[config.mk]
export PLATFORM = sky130hd
export DESIGN_NAME = tmr_clkdiv
export DESIGN_NICKNAME = d
export VERILOG_FILES = /design/src/rtl/tmr_clkdiv_pkg.sv /design/src/rtl/tmr_clkdiv_cfg.sv /design/src/rtl/tmr_clkdiv_pre.sv /design/src/rtl/tmr_clkdiv_post.sv /design/src/rtl/tmr_clkdiv.sv
export SDC_FILE = /design/constraint.sdc
export NUM_CORES = 1
export LEC_CHECK = 0
export BUFFER_PORTS_ARGS = -buffer_cell sky130_fd_sc_hd__buf_2
export CAP_MARGIN = 20
export CORE_MARGIN = 2
export CORE_UTILIZATION = 40
export CTS_CLUSTER_DIAMETER = 50
export CTS_CLUSTER_SIZE = 14
export DETAILED_ROUTE_END_ITERATION = 8
export PLACE_DENSITY_LB_ADDON = 0.15
export RECOVER_POWER = 100
export SLEW_MARGIN = 20
export SYNTH_ARGS = -nofsm -noshare
export SYNTH_HDL_FRONTEND = slang
export SYNTH_HIERARCHICAL = 1
export SYNTH_SLANG_ARGS = --single-unit
export TNS_END_PERCENT = 50
[constraint.sdc]
create_clock -name clk -period 2.5 [get_ports clk]
set_clock_uncertainty 0.15 [all_clocks]
set_input_delay 0.25 -clock clk [delete_from_list [all_inputs] [get_ports clk]]
set_output_delay 0.25 -clock clk [all_outputs]
set_load 0.02 [all_outputs]
[src/rtl/tmr_clkdiv_pkg.sv]
package tmr_clkdiv_pkg;

    // Number of shared prescalers; channel grouping depends on it.
    localparam int NUM_PRE = 2;

    typedef enum logic {
        CFG_PRESC  = 1'b0,
        CFG_DIVSEL = 1'b1
    } cfg_sel_e;

    // Which prescaler drives a given channel.
    function automatic int grp_of(input int ch, input int split);
        return (ch < split) ? 0 : 1;
    endfunction

    function automatic int max2(input int a, input int b);
        return (a > b) ? a : b;
    endfunction

endpackage

[src/rtl/tmr_clkdiv_cfg.sv]
module tmr_clkdiv_cfg
    import tmr_clkdiv_pkg::*;
#(
    parameter int PRE_W  = 8,
    parameter int NUM_CH = 5,
    parameter int SEL_W  = 4,
    parameter int WR_W   = 20
) (
    input  logic                        clk,
    input  logic                        rst,
    input  logic                        wr_en,
    input  cfg_sel_e                    wr_sel,
    input  logic [WR_W-1:0]             wr_data,
    output logic [NUM_PRE*PRE_W-1:0]    presc_q,
    output logic [NUM_PRE*PRE_W-1:0]    presc_nxt,
    output logic [NUM_CH*SEL_W-1:0]     div_q,
    output logic                        restart
);
    localparam int PW = NUM_PRE * PRE_W;
    localparam int DW = NUM_CH * SEL_W;
    localparam logic [PW-1:0] PRESC_RST = {NUM_PRE{PRE_W'(1)}};

    logic [DW-1:0] div_nxt;

    always_comb begin
        presc_nxt = presc_q;
        div_nxt   = div_q;
        if (rst) begin
            presc_nxt = PRESC_RST;
            div_nxt   = '0;
        end else if (wr_en) begin
            if (wr_sel == CFG_PRESC) presc_nxt = wr_data[PW-1:0];
            else                     div_nxt   = wr_data[DW-1:0];
        end
    end

    always_ff @(posedge clk) begin
        presc_q <= presc_nxt;
        div_q   <= div_nxt;
    end

    assign restart = rst | wr_en;


    rst_val_chk: assert property (@(posedge clk)
        rst |=> (presc_q == PRESC_RST) && (div_q == '0));


    hold_cfg_chk: assert property (@(posedge clk) disable iff (rst)
        !wr_en |=> $stable(presc_q) && $stable(div_q));

endmodule

[src/rtl/tmr_clkdiv_pre.sv]
module tmr_clkdiv_pre #(
    parameter int PRE_W = 8
) (
    input  logic             clk,
    input  logic             rst,
    input  logic             restart,
    input  logic [PRE_W-1:0] start_val,
    input  logic [PRE_W-1:0] reload_val,
    output logic             stb
);
    logic [PRE_W-1:0] cnt_q;

    always_ff @(posedge clk) begin
        if (restart)           cnt_q <= start_val;
        else if (cnt_q == '0)  cnt_q <= reload_val;
        else                   cnt_q <= cnt_q - 1'b1;
    end

    assign stb = (cnt_q == '0);


    pre_gap_chk: assert property (@(posedge clk) disable iff (rst)
        stb && !restart && (reload_val != '0) |=> !stb);

endmodule

[src/rtl/tmr_clkdiv_post.sv]
module tmr_clkdiv_post #(
    parameter int SEL_W = 4
) (
    input  logic             clk,
    input  logic             rst,
    input  logic             restart,
    input  logic             stb_in,
    input  logic [SEL_W-1:0] sel,
    output logic             tick_out
);
    localparam int CNT_W = (2 ** SEL_W) - 1;

    logic [CNT_W-1:0] cnt_q;
    logic [CNT_W-1:0] mask;

    assign mask = ~({CNT_W{1'b1}} << sel);

    always_ff @(posedge clk) begin
        if (restart)     cnt_q <= '0;
        else if (stb_in) cnt_q <= cnt_q + 1'b1;
    end

    assign tick_out = stb_in && ((cnt_q & mask) == mask);


    one_cycle_chk: assert property (@(posedge clk) disable iff (rst)
        tick_out && (sel != '0) && !restart |=> !tick_out);

endmodule

[src/rtl/tmr_clkdiv.sv]
module tmr_clkdiv
    import tmr_clkdiv_pkg::*;
#(
    parameter int NUM_CH   = 5,
    parameter int PRE_W    = 8,
    parameter int SEL_W    = 4,
    parameter int SPLIT_CH = 2
) (
    input  logic                                              clk,
    input  logic                                              rst,
    input  logic                                              cfg_wr_en,
    input  logic                                              cfg_wr_sel,
    input  logic [max2(NUM_PRE*PRE_W, NUM_CH*SEL_W)-1:0]      cfg_wr_data,
    output logic [NUM_PRE*PRE_W-1:0]                          presc_word,
    output logic [NUM_CH*SEL_W-1:0]                           divsel_word,
    output logic [NUM_CH-1:0]                                 tick
);
    localparam int WR_W = max2(NUM_PRE * PRE_W, NUM_CH * SEL_W);

    logic [NUM_PRE*PRE_W-1:0] presc_nxt;
    logic                     restart;
    logic [NUM_PRE-1:0]       pre_stb;
    cfg_sel_e                 sel_e;

    assign sel_e = cfg_sel_e'(cfg_wr_sel);

    tmr_clkdiv_cfg #(
        .PRE_W(PRE_W), .NUM_CH(NUM_CH), .SEL_W(SEL_W), .WR_W(WR_W)
    ) u_cfg (
        .clk(clk), .rst(rst), .wr_en(cfg_wr_en), .wr_sel(sel_e),
        .wr_data(cfg_wr_data), .presc_q(presc_word), .presc_nxt(presc_nxt),
        .div_q(divsel_word), .restart(restart)
    );

    for (genvar g = 0; g < NUM_PRE; g++) begin : g_pre
        tmr_clkdiv_pre #(.PRE_W(PRE_W)) u_pre (
            .clk(clk), .rst(rst), .restart(restart),
            .start_val(presc_nxt[g*PRE_W +: PRE_W]),
            .reload_val(presc_word[g*PRE_W +: PRE_W]),
            .stb(pre_stb[g])
        );
    end

    for (genvar i = 0; i < NUM_CH; i++) begin : g_ch
        localparam int GRP = grp_of(i, SPLIT_CH);

        tmr_clkdiv_post #(.SEL_W(SEL_W)) u_post (
            .clk(clk), .rst(rst), .restart(restart),
            .stb_in(pre_stb[GRP]),
            .sel(divsel_word[i*SEL_W +: SEL_W]),
            .tick_out(tick[i])
        );


        grp_src_chk: assert property (@(posedge clk) disable iff (rst)
            tick[i] |-> pre_stb[GRP]);
    end

endmodule

==> flow_metrics.py, run 1 <==
metrics = {
    "floorplan": {
        "initial_utilization_pct": 40.7,
        "num_rows": 47,
        "area_of_the_die_mm2": 0.0179,
        "die_h_um": 134,
        "chipWidth_um": 134,
        "core_area_mm2": 0.0165,
        "design.portCount": 65,
    },
    "final_layout": {
        "final_layout_size_suffix_gt1_share_pct": 20.9,
        "fin_nets": 895,
        "flow.area_growth_from_synthesis_pct": 26.9,
        "postLayoutCellArea_mm2": 0.00854,
        "antennaDiodeCount": 0,
    },
    "worst_setup_path": {
        "timing_worst_setup_path_type": "reg -> out",
        "cp.arrival_ps": 2540,
        "worst_setup_path_end_kind": "primary output",
        "setup.reg_to_reg.worst_slack_ps": -350,
        "top_fanout_value_on_the_critical_path": 5,
        "r2r_cells": 9,
        "timing.rr.end": "g_ch[4].u_post/cnt_q[14]",
        "critical_path.startpoint_type": "register",
        "crit_path_start": "g_pre[1].u_pre/cnt_q[5]",
        "crit_end": "tick[3]",
        "r2r_start": "g_pre[1].u_pre/cnt_q[5]",
        "critPathRequiredTime_ps": 2100,
    },
    "yosys": {
        "synth-xor-area-share_pct": 8.59,
        "muxShareOfSynthArea_pct": 7.03,
        "synth.yosys.warnings": 6,
        "netlist.top_cell.by_area": "dfxtp_1",
        "post_synth.cell_area_avg_um2": 8.89,
        "synth-seq-cells": 127,
        "postSynthNetCount": 790,
        "yosys_most_used_dff": "dfxtp_1",
        "largest_family_of_logic_cells_by_synthesized_area": "simple AND/OR/NAND/NOR gates",
        "post_synth_and_or_nand_nor_area_fraction_pct": 28.2,
        "synth-compound-area-share_pct": 11.8,
        "synthesis.instances": 757,
        "synthDominantCellAreaShare_pct": 37.8,
        "async_flop_share_pct": 0,
        "synth_enable_flop_cells": 0,
        "synth.cell_area_mm2": 0.00673,
        "synth_cell_types": 55,
        "post_synth_main_area_contributors": "dfxtp_1 38%, mux2i_1 6.7%, nor2_1 5.4%",
        "seq_area_frac_synth_pct": 37.8,
        "synth_adder_area_share_pct": 1.67,
    },
    "detailed_routing": {
        "wl_per_cell_um": 15.6,
        "vias_per_cell": 5.38,
        "drt-initial-drc-count": 392,
        "metal3_wl_um": 752,
        "dr_wl_met2_um": 8250,
        "top_layer_used": "met4",
        "routed-via-count": 5887,
        "drt_wl_total_um": 17100,
        "antenna_left": 0,
        "detail_route.drc_violations": 0,
        "detailed_route_wire_length_on_metal_1_um": 7940,
        "dr_pass1_iterations": 5,
    },
    "timing": {
        "worst_slew_pin_slew_ps": 1270,
        "finalHoldViolations": 0,
        "post-route-worst-setup-slack_ps": -439,
        "rsz0062_at_grt": "yes",
        "min_hold_slack_ps": 8.26,
        "maxSlewHeadroom_pct": 15.2,
        "finalCritPeriodShare_pct": 118,
        "drv_slew": 0,
        "setup_viol": 28,
        "finalWorstPathRequiredPeriod_ps": 2940,
        "maxClockFrequency_mhz": 340,
    },
    "place": {
        "setup_slack_at_placement_ps": -215,
        "io_buffers": 64,
        "detailedPlacementHpwl_um": 11400,
        "dpl_cell_area_mm2": 0.00733,
        "globalplace.congestion": 0.833,
    },
    "clock_network": {
        "clock_sink_count": 127,
        "clock_transition_at_path_regs_ps": 60,
        "tritoncts": "yes",
        "clockBufferDepth": 2,
        "worst_skew_pair.late_latency_ps": 420,
        "cts_inserted_buffers": 17,
        "clockRootBuffer": "clkbuf_16",
        "cts_htree_levels": 4,
    },
    "grt": {
        "gr-usage-all-layers_pct": 19.2,
        "first_pass_grt_wire_length_um": 27800,
        "grt_start_max_net_pins": 39,
        "antenna_violations_before_repair": 0,
        "globalRouteOverflowTotal": 0,
        "grt_pass1_vias": 5656,
    },
    "min_path": {
        "worstHoldPathType": "in -> reg",
    },
    "power_and_ir_drop": {
        "static-leakage-power_nw": 3.26,
        "cellPowerDensity_mw_per_mm2": 634,
        "ir_drop_v": 0.000502,
    },
    "status": {
        "outcome": "finished, violations left",
        "violations_in_the_final_reports": "setup timing",
    },
    "job": {
        "timing.max_cap.violations": 0,
    },
}
critical path, cell delays in order, from the launching register on:
cell and delay (ps):
dfxtp_2 320, or4_4 530, or3_4 380, clkinv_8 80, o311ai_4 90, a2111oi_2 320, and4_2 280, buf_6 120
through the flow:
step	setup TNS [ps]	util [%]	instances	total power, mW
finish	-4960	51.7	1095	5.41
floorplan	-92.6	-	757	2.70
CTS	-3690	50.3	1087	5.40
detailed placement	-1250	44.4	1034	2.91
global placement	-783	44.4	1034	2.89
global route	-9020	51.7	1095	5.65
cells in the final DEF (no fill, tap or decap), types with 5 or more instances in the layout:
cell           netlist  routed
dfxtp_1            127     122
o2bb2ai_1            5       5
o21bai_1             5       5
and3_1               5       5
a222oi_1             5       5
nor4_4               0       7
ha_1                 9       9
o221ai_1             5       5
a21bo_2              6       6
buf_12               1       5
nand3b_1             5       5
or3_1                9       5
dlygate4sd3_1        0      15
xor2_1              34      34
and4_4               0       6
mux2i_1             45      45
nor2_1              96      96
clkbuf_16            0      17
dfxtp_2              0       5
buf_4               11      33
xnor2_1             32      32
a21oi_1             25      23
nand4_1             30      30
nor3_1              17       7
nor2b_1              5       5
a21boi_0             5       5
nand4_2             10       6
clkinv_2             0       5
nand2_1             35      36
nand3_1             31      31
buf_6                3       5
o21a_1               9       9
inv_1               18      14
buf_2                8      22
o21ai_0             28      26
clkbuf_1            11      42
and4_1              10       5
nor3_2               2       9
nand2b_1            52      52
per-layer routing:
| layer | global-route usage (%) | vias to the layer above |
|---|---|---|
| li1 | - | 2917 |
| met1 | 25.0 | 2828 |
| met2 | 31.1 | 129 |
| met3 | 5.06 | 13 |
| met4 | 5.91 | 0 |
| met5 | 0 | - |
cell type report:
type / instances / area [um2]
repair buffers: 122 / 835
flip-flops and latches: 127 / 2550
clock buffers: 21 / 460
multi-input cells: 574 / 4210
inverters: 20 / 100
well taps: 220 / 275
fillers: 1549 / 7980
clock inverters: 11 / 115
power breakdown:
group          leakage, nW  internal [mW]  switching, mW
clock                0.275           1.51          0.895
combinational         1.95          0.416          0.417
sequential            1.03           2.10         0.0821
synthesized netlist by cell type, types with 6 or more instances:
cell	number
a21bo_2	6
a21oi_1	25
and4_1	10
buf_2	8
buf_4	11
clkbuf_1	11
dfxtp_1	127
ha_1	9
inv_1	18
mux2i_1	45
nand2_1	35
nand2b_1	52
nand3_1	31
nand4_1	30
nand4_2	10
nor2_1	96
nor3_1	17
nor4_1	7
o21a_1	9
o21ai_0	28
or3_1	9
xnor2_1	32
xor2_1	34
flip-flops by register name (all words and copies together), names as in the netlist:
signal and count:
g_ch.u_post/cnt_q 75, g_pre.u_pre/cnt_q 16, u_cfg/div_q 20, u_cfg/presc_q 16
what timing repair did:
action | in CTS | in global routing
hold buffers | 15 | 0
setup buffers | 6 | 8
resized for setup | 43 | 46
pin swaps | 16 | 24
setup endpoints to repair | 21 | 45
endpoints found under the hold margin | 16 | 0
cell families (layout without fill, tap and decap cells):
kind of cell,Yosys count,count (layout)
compound gates,115,115
xor+xnor,66,66
fa+ha+maj,9,9
buf+inv,56,174
flops,127,127
mux,47,47
simple gates,337,337
how the worst min path moves through the flow:
stage                              from                       end  slack [ps]  cells past startpoint
6_report                cfg_wr_data[10]           u_cfg/div_q[10]           8                      3
5_1_grt                  cfg_wr_data[5]            u_cfg/div_q[5]          20                      3
4_1_cts                 cfg_wr_data[10]           u_cfg/div_q[10]           3                      3
3_5_place_dp   g_ch[0].u_post/cnt_q[13]  g_ch[0].u_post/cnt_q[13]         340                      2
3_3_place_gp   g_ch[3].u_post/cnt_q[13]  g_ch[3].u_post/cnt_q[13]         340                      2
2_1_floorplan            cfg_wr_data[0]            u_cfg/div_q[0]         250                      2
No activity file was read; power rests on OpenSTA's default activity.
==> inputs of run 2 (changes only) <==
--- a/config.mk
+++ b/config.mk
@@ -14,6 +14,7 @@
 export DETAILED_ROUTE_END_ITERATION = 8
 export PLACE_DENSITY_LB_ADDON = 0.15
 export RECOVER_POWER = 100
+export SKIP_CTS_REPAIR_TIMING = 1
 export SLEW_MARGIN = 20
 export SYNTH_ARGS = -nofsm -noshare
 export SYNTH_HDL_FRONTEND = slang
==> run 2 against run 1 <==
The flow finishes with violations (hold timing, setup timing). Register-to-register slack improved by 20 ps. Total power fell by 1.7%. Sequential power barely moved. Cell count fell by 1.7%. Largest power group unchanged.
==> flow_metrics.py, run 2 (same netlist as run 1, synthesis figures left out) <==
metrics = {
    "final_layout": {
        "final_core_util_pct": 50.0,
        "n_fill_cell": 1574,
        "multi_input_area_mm2": 0.00414,
        "final_layout_size_suffix_gt1_share_pct": 18.3,
        "layout.cells.most_common": "dfxtp_1",
        "largest-register": "g_ch.u_post/cnt_q",
        "antennaDiodeCount": 0,
        "post_layout_nonfiller_instances": 1076,
        "largest_register_ff_count": 75,
        "fin_nets": 876,
        "biggestRegsByFlops": "g_ch.u_post/cnt_q x75, u_cfg/div_q x20",
        "flow.area_growth_from_synthesis_pct": 22.8,
        "final-seq-area_mm2": 0.00255,
        "mostFrequentLayoutCells": "123 x dfxtp_1, 96 x nor2_1, 52 x nand2b_1",
    },
    "clock_network": {
        "clockRootBuffer": "clkbuf_16",
        "cts_inserted_buffers": 17,
        "cts_htree_levels": 4,
        "worst_skew_pair.late_latency_ps": 420,
        "tritoncts": "yes",
        "clock_transition_at_path_regs_ps": 50,
        "clockBufferDepth": 2,
        "clock_sink_count": 127,
    },
    "floorplan": {
        "core_area_mm2": 0.0165,
        "initial_utilization_pct": 40.7,
        "num_rows": 47,
        "area_of_the_die_mm2": 0.0179,
        "chipWidth_um": 134,
        "design.portCount": 65,
        "die_h_um": 134,
    },
    "min_path": {
        "worstHoldPathType": "in -> reg",
    },
    "place": {
        "io_buffers": 64,
        "globalplace.congestion": 0.833,
        "detailedPlacementHpwl_um": 11400,
        "placed_cells": 1034,
    },
    "power_and_ir_drop": {
        "power.total_mw": 5.32,
        "static-leakage-power_nw": 3.12,
        "cellPowerDensity_mw_per_mm2": 644,
        "ir_drop_v": 0.000503,
    },
    "timing": {
        "setup_viol": 16,
        "finalWorstPathRequiredPeriod_ps": 2980,
        "post-route-worst-setup-slack_ps": -485,
        "drv_slew": 0,
        "finalCritPeriodShare_pct": 119,
        "min_hold_slack_ps": -19.7,
        "rsz0062_at_grt": "yes",
        "worst_slew_pin_slew_ps": 1310,
        "maxClockFrequency_mhz": 335,
        "finalHoldViolations": 3,
        "maxSlewHeadroom_pct": 12.8,
    },
    "detailed_routing": {
        "antenna_left": 0,
        "vias_per_cell": 5.42,
        "dr_pass1_iterations": 5,
        "detail_route.drc_violations": 0,
        "routed-via-count": 5833,
        "wl_per_cell_um": 15.6,
        "drt_wl_total_um": 16800,
        "drt-initial-drc-count": 348,
    },
    "worst_setup_path": {
        "worst_setup_path_end_kind": "primary output",
        "timing_worst_setup_path_type": "reg -> out",
        "critical_path.startpoint_type": "register",
        "critPathRequiredTime_ps": 2100,
        "cp.arrival_ps": 2580,
        "top_fanout_value_on_the_critical_path": 4,
    },
    "grt": {
        "gr-usage-all-layers_pct": 18.5,
        "grt_start_max_net_pins": 39,
        "first_pass_grt_wire_length_um": 26900,
        "grt_pass1_vias": 5528,
        "antenna_violations_before_repair": 0,
        "globalRouteOverflowTotal": 0,
    },
    "status": {
        "violations_in_the_final_reports": "hold timing, setup timing",
        "outcome": "finished, violations left",
    },
    "job": {
        "timing.max_cap.violations": 0,
    },
}
## run 2: cell types whose count changed in the layout (fill, tap and decap cells not counted), sizes merged
cell / before / now
clkbuf: 62 / 60
dlygate4sd3: 15 / 8
buf: 66 / 56
## run 2: layout make-up
| class | instances | share of cell area, % |
|---|---|---|
| Inverter | 20 | 1.21 |
| Tap cell | 220 | 3.33 |
| Sequential cell | 127 | 30.8 |
| Clock inverter | 11 | 1.39 |
| Clock buffer | 21 | 5.57 |
| Timing Repair Buffer | 103 | 7.58 |
| Multi-Input combinational cell | 574 | 50.1 |
## run 2: stage by stage
step           hold slack, ps  cell area, um2  TNS (ps)  worst slack, ps
3_5_place_dp              342            7330     -1250             -215
2_1_floorplan             247            6770     -92.6            -19.4
3_3_place_gp              337            7330      -783             -196
6_report                -19.7            8270     -5020             -485
5_1_grt                  1.93            8270     -7320             -565
4_1_cts                 -82.8            7910     -3840             -676
## run 2: path summary, 6_finish.rpt
path	from	to	slack (ps)	depth (start not counted)
max	g_pre[0].u_pre/cnt_q[3]	tick[0]	-480	7
min	cfg_wr_data[13]	u_cfg/div_q[13]	-20	3
max reg2reg	g_pre[1].u_pre/cnt_q[4]	g_ch[3].u_post/cnt_q[7]	-330	8
min reg2reg	g_ch[0].u_post/cnt_q[13]	g_ch[0].u_post/cnt_q[13]	350	2
## run 2: critical path, cell delays in order, from the launching register on
cell       delay [ps]
dfxtp_2           320
or4_4             530
or3_4             420
clkinv_8           80
o311ai_1          100
a2111oi_1         300
and4_2            290
buf_4             140
## run 2: metal layers
metal	wire length [um]	track usage, %	up-vias
met4	166	5.91	0
met5	0	0	-
met1	7930	24.2	2825
met2	7930	29.5	116
li1	-	-	2877
met3	732	5.21	15
## run 2: power breakdown
part / internal (mW) / leakage, nW / switching (mW) / total [mW]
logic: 0.350 / 1.82 / 0.393 / 0.743
registers: 2.10 / 1.03 / 0.0808 / 2.18
clock network: 1.51 / 0.275 / 0.894 / 2.40
